`config.mk`:
```
export PLATFORM = sky130hd
export DESIGN_NAME = bus_cycle_decoder
export DESIGN_NICKNAME = d
export VERILOG_FILES = /design/src/rtl/bcd_pkg.sv /design/src/rtl/bcd_cycle_classify.sv /design/src/rtl/bcd_region_map.sv /design/src/rtl/bcd_port_decode.sv /design/src/rtl/bus_cycle_decoder.sv
export SDC_FILE = /design/constraint.sdc
export NUM_CORES = 1
export LEC_CHECK = 0
export BUFFER_PORTS_ARGS = -buffer_cell sky130_fd_sc_hd__buf_2
export CORE_AREA = 2 2 39 41
export DETAILED_ROUTE_END_ITERATION = 8
export DIE_AREA = 0 0 41 43
export SLEW_MARGIN = 25
export SYNTH_ARGS = -nofsm -noshare
export SYNTH_HDL_FRONTEND = slang
export SYNTH_HIERARCHICAL = 1
export SYNTH_SLANG_ARGS = --single-unit
export TNS_END_PERCENT = 100
```
`constraint.sdc`:
```
create_clock -name vclk -period 5.91
set_input_delay 1.773 -clock vclk [all_inputs]
set_output_delay 1.773 -clock vclk [all_outputs]
set_load 0.02 [all_outputs]
```
`src/rtl/bcd_pkg.sv`:
```
package bcd_pkg;

  typedef enum logic [2:0] {
    CYC_IDLE     = 3'd0,
    CYC_MEM_RD   = 3'd1,
    CYC_MEM_WR   = 3'd2,
    CYC_IO_RD    = 3'd3,
    CYC_IO_WR    = 3'd4,
    CYC_REFRESH  = 3'd5,
    CYC_INTACK   = 3'd6,
    CYC_CONFLICT = 3'd7
  } cyc_e;

  // Half-open window test: base <= a < base + size
  function automatic logic in_window(input logic [31:0] a,
                                     input logic [31:0] base,
                                     input logic [31:0] size);
    return (a >= base) && (a < base + size);
  endfunction

  // Slot number of an address inside a window of equal power-of-two groups
  function automatic logic [31:0] slot_of(input logic [31:0] a,
                                          input logic [31:0] base,
                                          input int unsigned shift);
    return (a - base) >> shift;
  endfunction

endpackage

```
`src/rtl/bcd_cycle_classify.sv`:
```
module bcd_cycle_classify
  import bcd_pkg::*;
(
  input  logic mreq_n,
  input  logic iorq_n,
  input  logic rd_n,
  input  logic wr_n,
  input  logic rfsh_n,
  input  logic m1_n,
  output cyc_e cyc
);

  logic mreq, iorq, rd, wr, rfsh, m1;
  logic clash, refresh_ev, intack_ev;

  assign mreq = ~mreq_n;
  assign iorq = ~iorq_n;
  assign rd   = ~rd_n;
  assign wr   = ~wr_n;
  assign rfsh = ~rfsh_n;
  assign m1   = ~m1_n;

  // Named events for the checks and for readability
  assign clash      = (rd & wr) | (mreq & iorq);
  assign refresh_ev = mreq & rfsh;
  assign intack_ev  = iorq & m1;

  always_comb begin
    cyc = CYC_IDLE;
    if (clash)                 cyc = CYC_CONFLICT;
    else if (refresh_ev)       cyc = CYC_REFRESH;
    else if (intack_ev)        cyc = CYC_INTACK;
    else if (mreq && rd)       cyc = CYC_MEM_RD;
    else if (mreq && wr)       cyc = CYC_MEM_WR;
    else if (iorq && rd)       cyc = CYC_IO_RD;
    else if (iorq && wr)       cyc = CYC_IO_WR;
  end

  always_comb begin
    p_fetch_is_read_r1: assert (!(mreq && rd && !wr && !iorq && !rfsh) || cyc == CYC_MEM_RD)
      else $error("memory read not classified");
    p_refresh_kind_r5: assert (!(refresh_ev && !clash) || cyc == CYC_REFRESH)
      else $error("refresh not classified");
  end

endmodule

```
`src/rtl/bcd_region_map.sv`:
```
module bcd_region_map
  import bcd_pkg::*;
#(
  parameter int unsigned ADDR_W   = 16,
  parameter int unsigned ROM_BASE = 32'h0000,
  parameter int unsigned ROM_SIZE = 32'h4000,
  parameter int unsigned RAM_BASE = 32'h4000,
  parameter int unsigned RAM_SIZE = 32'h8000
) (
  input  logic [ADDR_W-1:0] addr,
  output logic              rom_hit,
  output logic              ram_hit
);

  localparam int unsigned PAD_W = 32 - ADDR_W;

  logic [31:0] a_ext;
  assign a_ext   = {{PAD_W{1'b0}}, addr};
  assign rom_hit = in_window(a_ext, ROM_BASE, ROM_SIZE);
  assign ram_hit = in_window(a_ext, RAM_BASE, RAM_SIZE);

  always_comb begin
    p_region_excl_r3: assert (!(rom_hit && ram_hit))
      else $error("code and data windows overlap");
  end

endmodule

```
`src/rtl/bcd_port_decode.sv`:
```
module bcd_port_decode
  import bcd_pkg::*;
#(
  parameter int unsigned PORT_AW    = 8,
  parameter int unsigned PORT_BASE  = 32'h10,
  parameter int unsigned PORT_SHIFT = 2,
  parameter int unsigned NUM_PORTS  = 4
) (
  input  logic [PORT_AW-1:0]   lo_addr,
  output logic [NUM_PORTS-1:0] port_sel
);

  localparam int unsigned SPAN  = NUM_PORTS << PORT_SHIFT;
  localparam int unsigned PAD_W = 32 - PORT_AW;

  logic [31:0] lo_ext;
  logic        win_hit;
  logic [31:0] slot;

  assign lo_ext  = {{PAD_W{1'b0}}, lo_addr};
  assign win_hit = in_window(lo_ext, PORT_BASE, SPAN);
  assign slot    = slot_of(lo_ext, PORT_BASE, PORT_SHIFT);

  for (genvar g = 0; g < NUM_PORTS; g++) begin : g_port
    assign port_sel[g] = win_hit && (slot == 32'(g));
  end

  always_comb begin
    p_port_onehot_r4: assert ($onehot0(port_sel))
      else $error("two ports decoded at once");
  end

endmodule

```
`src/rtl/bus_cycle_decoder.sv`:
```
module bus_cycle_decoder
  import bcd_pkg::*;
#(
  parameter int unsigned ADDR_W     = 16,
  parameter int unsigned ROM_BASE   = 32'h0000,
  parameter int unsigned ROM_SIZE   = 32'h4000,
  parameter int unsigned RAM_BASE   = 32'h4000,
  parameter int unsigned RAM_SIZE   = 32'h8000,
  parameter int unsigned PORT_AW    = 8,
  parameter int unsigned PORT_BASE  = 32'h10,
  parameter int unsigned PORT_SHIFT = 2,
  parameter int unsigned NUM_PORTS  = 4
) (
  input  logic                 mreq_n,
  input  logic                 iorq_n,
  input  logic                 rd_n,
  input  logic                 wr_n,
  input  logic                 rfsh_n,
  input  logic                 m1_n,
  input  logic [ADDR_W-1:0]    addr,
  output logic                 rom_rd_n,
  output logic                 ram_rd_n,
  output logic                 ram_wr_n,
  output logic [NUM_PORTS-1:0] io_rd_n,
  output logic [NUM_PORTS-1:0] io_wr_n,
  output logic                 dbus_oe_n
);

  localparam int unsigned SEL_W = 3 + 2 * NUM_PORTS;

  cyc_e                 cyc;
  logic                 rom_hit, ram_hit;
  logic [NUM_PORTS-1:0] port_sel;
  logic                 is_mem_rd, is_mem_wr, is_io_rd, is_io_wr;
  logic [SEL_W-1:0]     sel_active;

  bcd_cycle_classify u_cls (
    .mreq_n (mreq_n),
    .iorq_n (iorq_n),
    .rd_n   (rd_n),
    .wr_n   (wr_n),
    .rfsh_n (rfsh_n),
    .m1_n   (m1_n),
    .cyc    (cyc)
  );

  bcd_region_map #(
    .ADDR_W   (ADDR_W),
    .ROM_BASE (ROM_BASE),
    .ROM_SIZE (ROM_SIZE),
    .RAM_BASE (RAM_BASE),
    .RAM_SIZE (RAM_SIZE)
  ) u_map (
    .addr    (addr),
    .rom_hit (rom_hit),
    .ram_hit (ram_hit)
  );

  bcd_port_decode #(
    .PORT_AW    (PORT_AW),
    .PORT_BASE  (PORT_BASE),
    .PORT_SHIFT (PORT_SHIFT),
    .NUM_PORTS  (NUM_PORTS)
  ) u_port (
    .lo_addr  (addr[PORT_AW-1:0]),
    .port_sel (port_sel)
  );

  assign is_mem_rd = (cyc == CYC_MEM_RD);
  assign is_mem_wr = (cyc == CYC_MEM_WR);
  assign is_io_rd  = (cyc == CYC_IO_RD);
  assign is_io_wr  = (cyc == CYC_IO_WR);

  assign rom_rd_n  = ~(is_mem_rd & rom_hit);
  assign ram_rd_n  = ~(is_mem_rd & ram_hit);
  assign ram_wr_n  = ~(is_mem_wr & ram_hit);
  assign io_rd_n   = ~({NUM_PORTS{is_io_rd}} & port_sel);
  assign io_wr_n   = ~({NUM_PORTS{is_io_wr}} & port_sel);
  assign dbus_oe_n = rom_rd_n & ram_rd_n & (&io_rd_n);

  assign sel_active = ~{rom_rd_n, ram_rd_n, ram_wr_n, io_rd_n, io_wr_n};

  always_comb begin
    p_one_select_r9: assert ($onehot0(sel_active))
      else $error("more than one select active");
    p_refresh_quiet_r5: assert (!(!mreq_n && !rfsh_n) || (sel_active == '0))
      else $error("select during refresh");
    p_intack_quiet_r6: assert (!(!iorq_n && !m1_n) || ((&io_rd_n) && (&io_wr_n)))
      else $error("port select during interrupt acknowledge");
    p_oe_needs_rd_r10: assert (dbus_oe_n || !rd_n)
      else $error("data bus enabled without read strobe");
    p_write_needs_wr_r2: assert ((ram_wr_n && (&io_wr_n)) || !wr_n)
      else $error("write select without write strobe");
    p_conflict_quiet_r7: assert (!((!rd_n && !wr_n) || (!mreq_n && !iorq_n)) || (sel_active == '0))
      else $error("select during conflicting strobes");
  end

endmodule

```
==> flow_summary.yaml <==
detailed_routing:
  ant_nets: 0
  vias_per_cell: 4.48
  drtPass1Iterations: 1
  drt-initial-drc-count: 0
  routedWlPerCell_um: 8.27
  post-route-drc-count: 0
  wl_um: 670
  vias: 363
placement:
  dp_hpwl_um: 590
  finalWeightedCongestion: 0.651
  dp_cells: 81
  placed_cell_area_um2: 389
  port_buffers: 26
synth:
  avgSynthCellArea_um2: 6.13
  synth-seq-area-share: 0
  synth_area_leader_cell: "nand2_1"
  yosys-top-cells-count: "nand2_1 (11), a21oi_1 (3), inv_1 (3), nor2_1 (3)"
  yosys_warnings: 6
  synth.distinct_cells: 19
  synth_most_common_cell: "nand2_1"
  yosys-top-cells-area: "nand2_1 (17%), nor3b_2 (10%), a21oi_1 (6.3%), nor3b_1 (6.3%), or4b_4 (5.8%)"
  synth_cells: 39
  mappedNetlistNets: 62
  syn_area_um2: 239
  synth.top_cell.area_share: 0.173
cells_and_area:
  synthToLayoutAreaGrowth_pct: 62.8
  final_area_um2: 389
  regArea_um2: 0
  nFlopsAndLatches: 0
  fillCellCount: 163
  antennaDiodeCount: 0
  nets: 90
  finalNonFillerCells: 81
  nClkBuffers: 0
  layout-drive-gt1-share: 0.462
critical_path:
  end_kind: "output pin"
  crit_buf_inv: 2
  cp.required_ns: 4.14
  cp_cell_sequence: "buf_2 -> o21ai_1 -> o21ai_1 -> a22oi_1 -> or4b_1 -> o211ai_2 -> buf_2"
  path_depth: 7
  crit_path_end: "dbus_oe_n"
  critical_path_class: "input pin to output pin"
  cp_slowest_cell: "or4b_1"
  cp_max_fo: 8
  crit_start: "iorq_n"
  worst-endpoint-arrival_ns: 3.24
  cp-start-kind: "input pin"
  slowest_delay_ns: 0.49
  path_delay_family: "compound AO/OA/AOI/OAI gates"
clocking:
  cts_setup_buffers: 0
  post_cts_resized: 0
  cts.hold.buffers_added: 0
sta:
  rsz0062_at_grt: "no"
  max_freq_mhz: 199
  slew_violations: 0
  worst_slew_pin_slew_ns: 0.447
  period_needed_ns: 5.01
  max_slew_margin: 0.701
  finalSetupTns_ns: 0
  setup_viol: 0
  fin_crit_sh: 0.848
  hold_viol: 0
  timing.hold.ws_ns: 3.92
floorplanning:
  core_area_um2: 1380
  die-width_um: 41
  io_pins: 34
  num_rows: 14
  start_util: 0.173
  die-area_um2: 1760
  die_h_um: 43
job:
  max-cap-violations: 0
grt:
  antenna_found_initial: 0
  first_global_vias: 275
  grt_pass1_wl_mm: 1.00
  grt_usage: 0.0739
  overflow: 0
  grt_max_degree: 9
status:
  status: "completed"
power:
  irDropWorstVdd_uv: 19.5
  total_power_mw: 0.0204
  pwr_density_cell_nw_per_um2: 52.3
  p_leak_nw: 0.162
min_path:
  min-delay-path-class: "input pin to output pin"
where the power goes:
part	internal, mW	switching [mW]	leakage, nW
clock	0	0	0
sequential	0	0	0
combinational	0.00938	0.0110	0.162
total	0.00938	0.0110	0.162
cell type report:
type / instances / area [µm²] / area share
Tap cell: 16 / 20.0 / 0.0514
Inverter: 3 / 11.3 / 0.0289
Timing Repair Buffer: 26 / 130 / 0.334
Multi-Input combinational cell: 36 / 228 / 0.585
metrics by stage:
step                      worst slack, ns  utilization
after floorplan                      1.20            -
after global placement              0.907        0.281
after detailed placement            0.894        0.281
after CTS                           0.895        0.281
after global routing                0.725        0.281
final                               0.896        0.281
how the worst min path moves through the flow:
stage	from	end	depth (start not counted)
after floorplan	addr[2]	io_rd_n[2]	2
after global placement	addr[2]	io_rd_n[2]	4
after detailed placement	addr[2]	io_rd_n[2]	4
after CTS	addr[2]	io_rd_n[2]	4
after global routing	addr[3]	io_wr_n[1]	4
final	addr[2]	io_rd_n[2]	4
kinds of logic after synthesis:
kind of cell             synth area share
AND/OR/NAND/NOR                     0.644
AO/OA/AOI/OAI                       0.257
adder cells (fa/ha/maj)            0.0523
buffers and inverters              0.0471
cells in the final DEF (no fill, tap or decap):
| cell | count |
|---|---|
| a21oi_1 | 3 |
| a22oi_1 | 1 |
| a31oi_1 | 1 |
| and3b_1 | 1 |
| buf_2 | 26 |
| ha_1 | 1 |
| inv_1 | 3 |
| nand2_1 | 11 |
| nor2_1 | 3 |
| nor2b_1 | 1 |
| nor3_1 | 1 |
| nor3b_1 | 2 |
| nor3b_2 | 2 |
| o211ai_2 | 1 |
| o21ai_0 | 2 |
| o21ai_1 | 2 |
| or3_1 | 1 |
| or4b_1 | 1 |
| or4b_4 | 1 |
| or4bb_1 | 1 |
tightest hold or removal path, stage by stage:
cell and delay, ns:
buf_2 0.11, nor3b_2 0.06, nand2_1 0.05, buf_2 0.15
layer usage:
metal  global-route usage  up-vias  share of wire
met5                    0        -              0
met2                0.141       12           0.49
li1                     -      195              -
met3                    0        0          0.064
met4                    0        0              0
met1               0.0918      156           0.45
(Power assumes the default switching activity.)
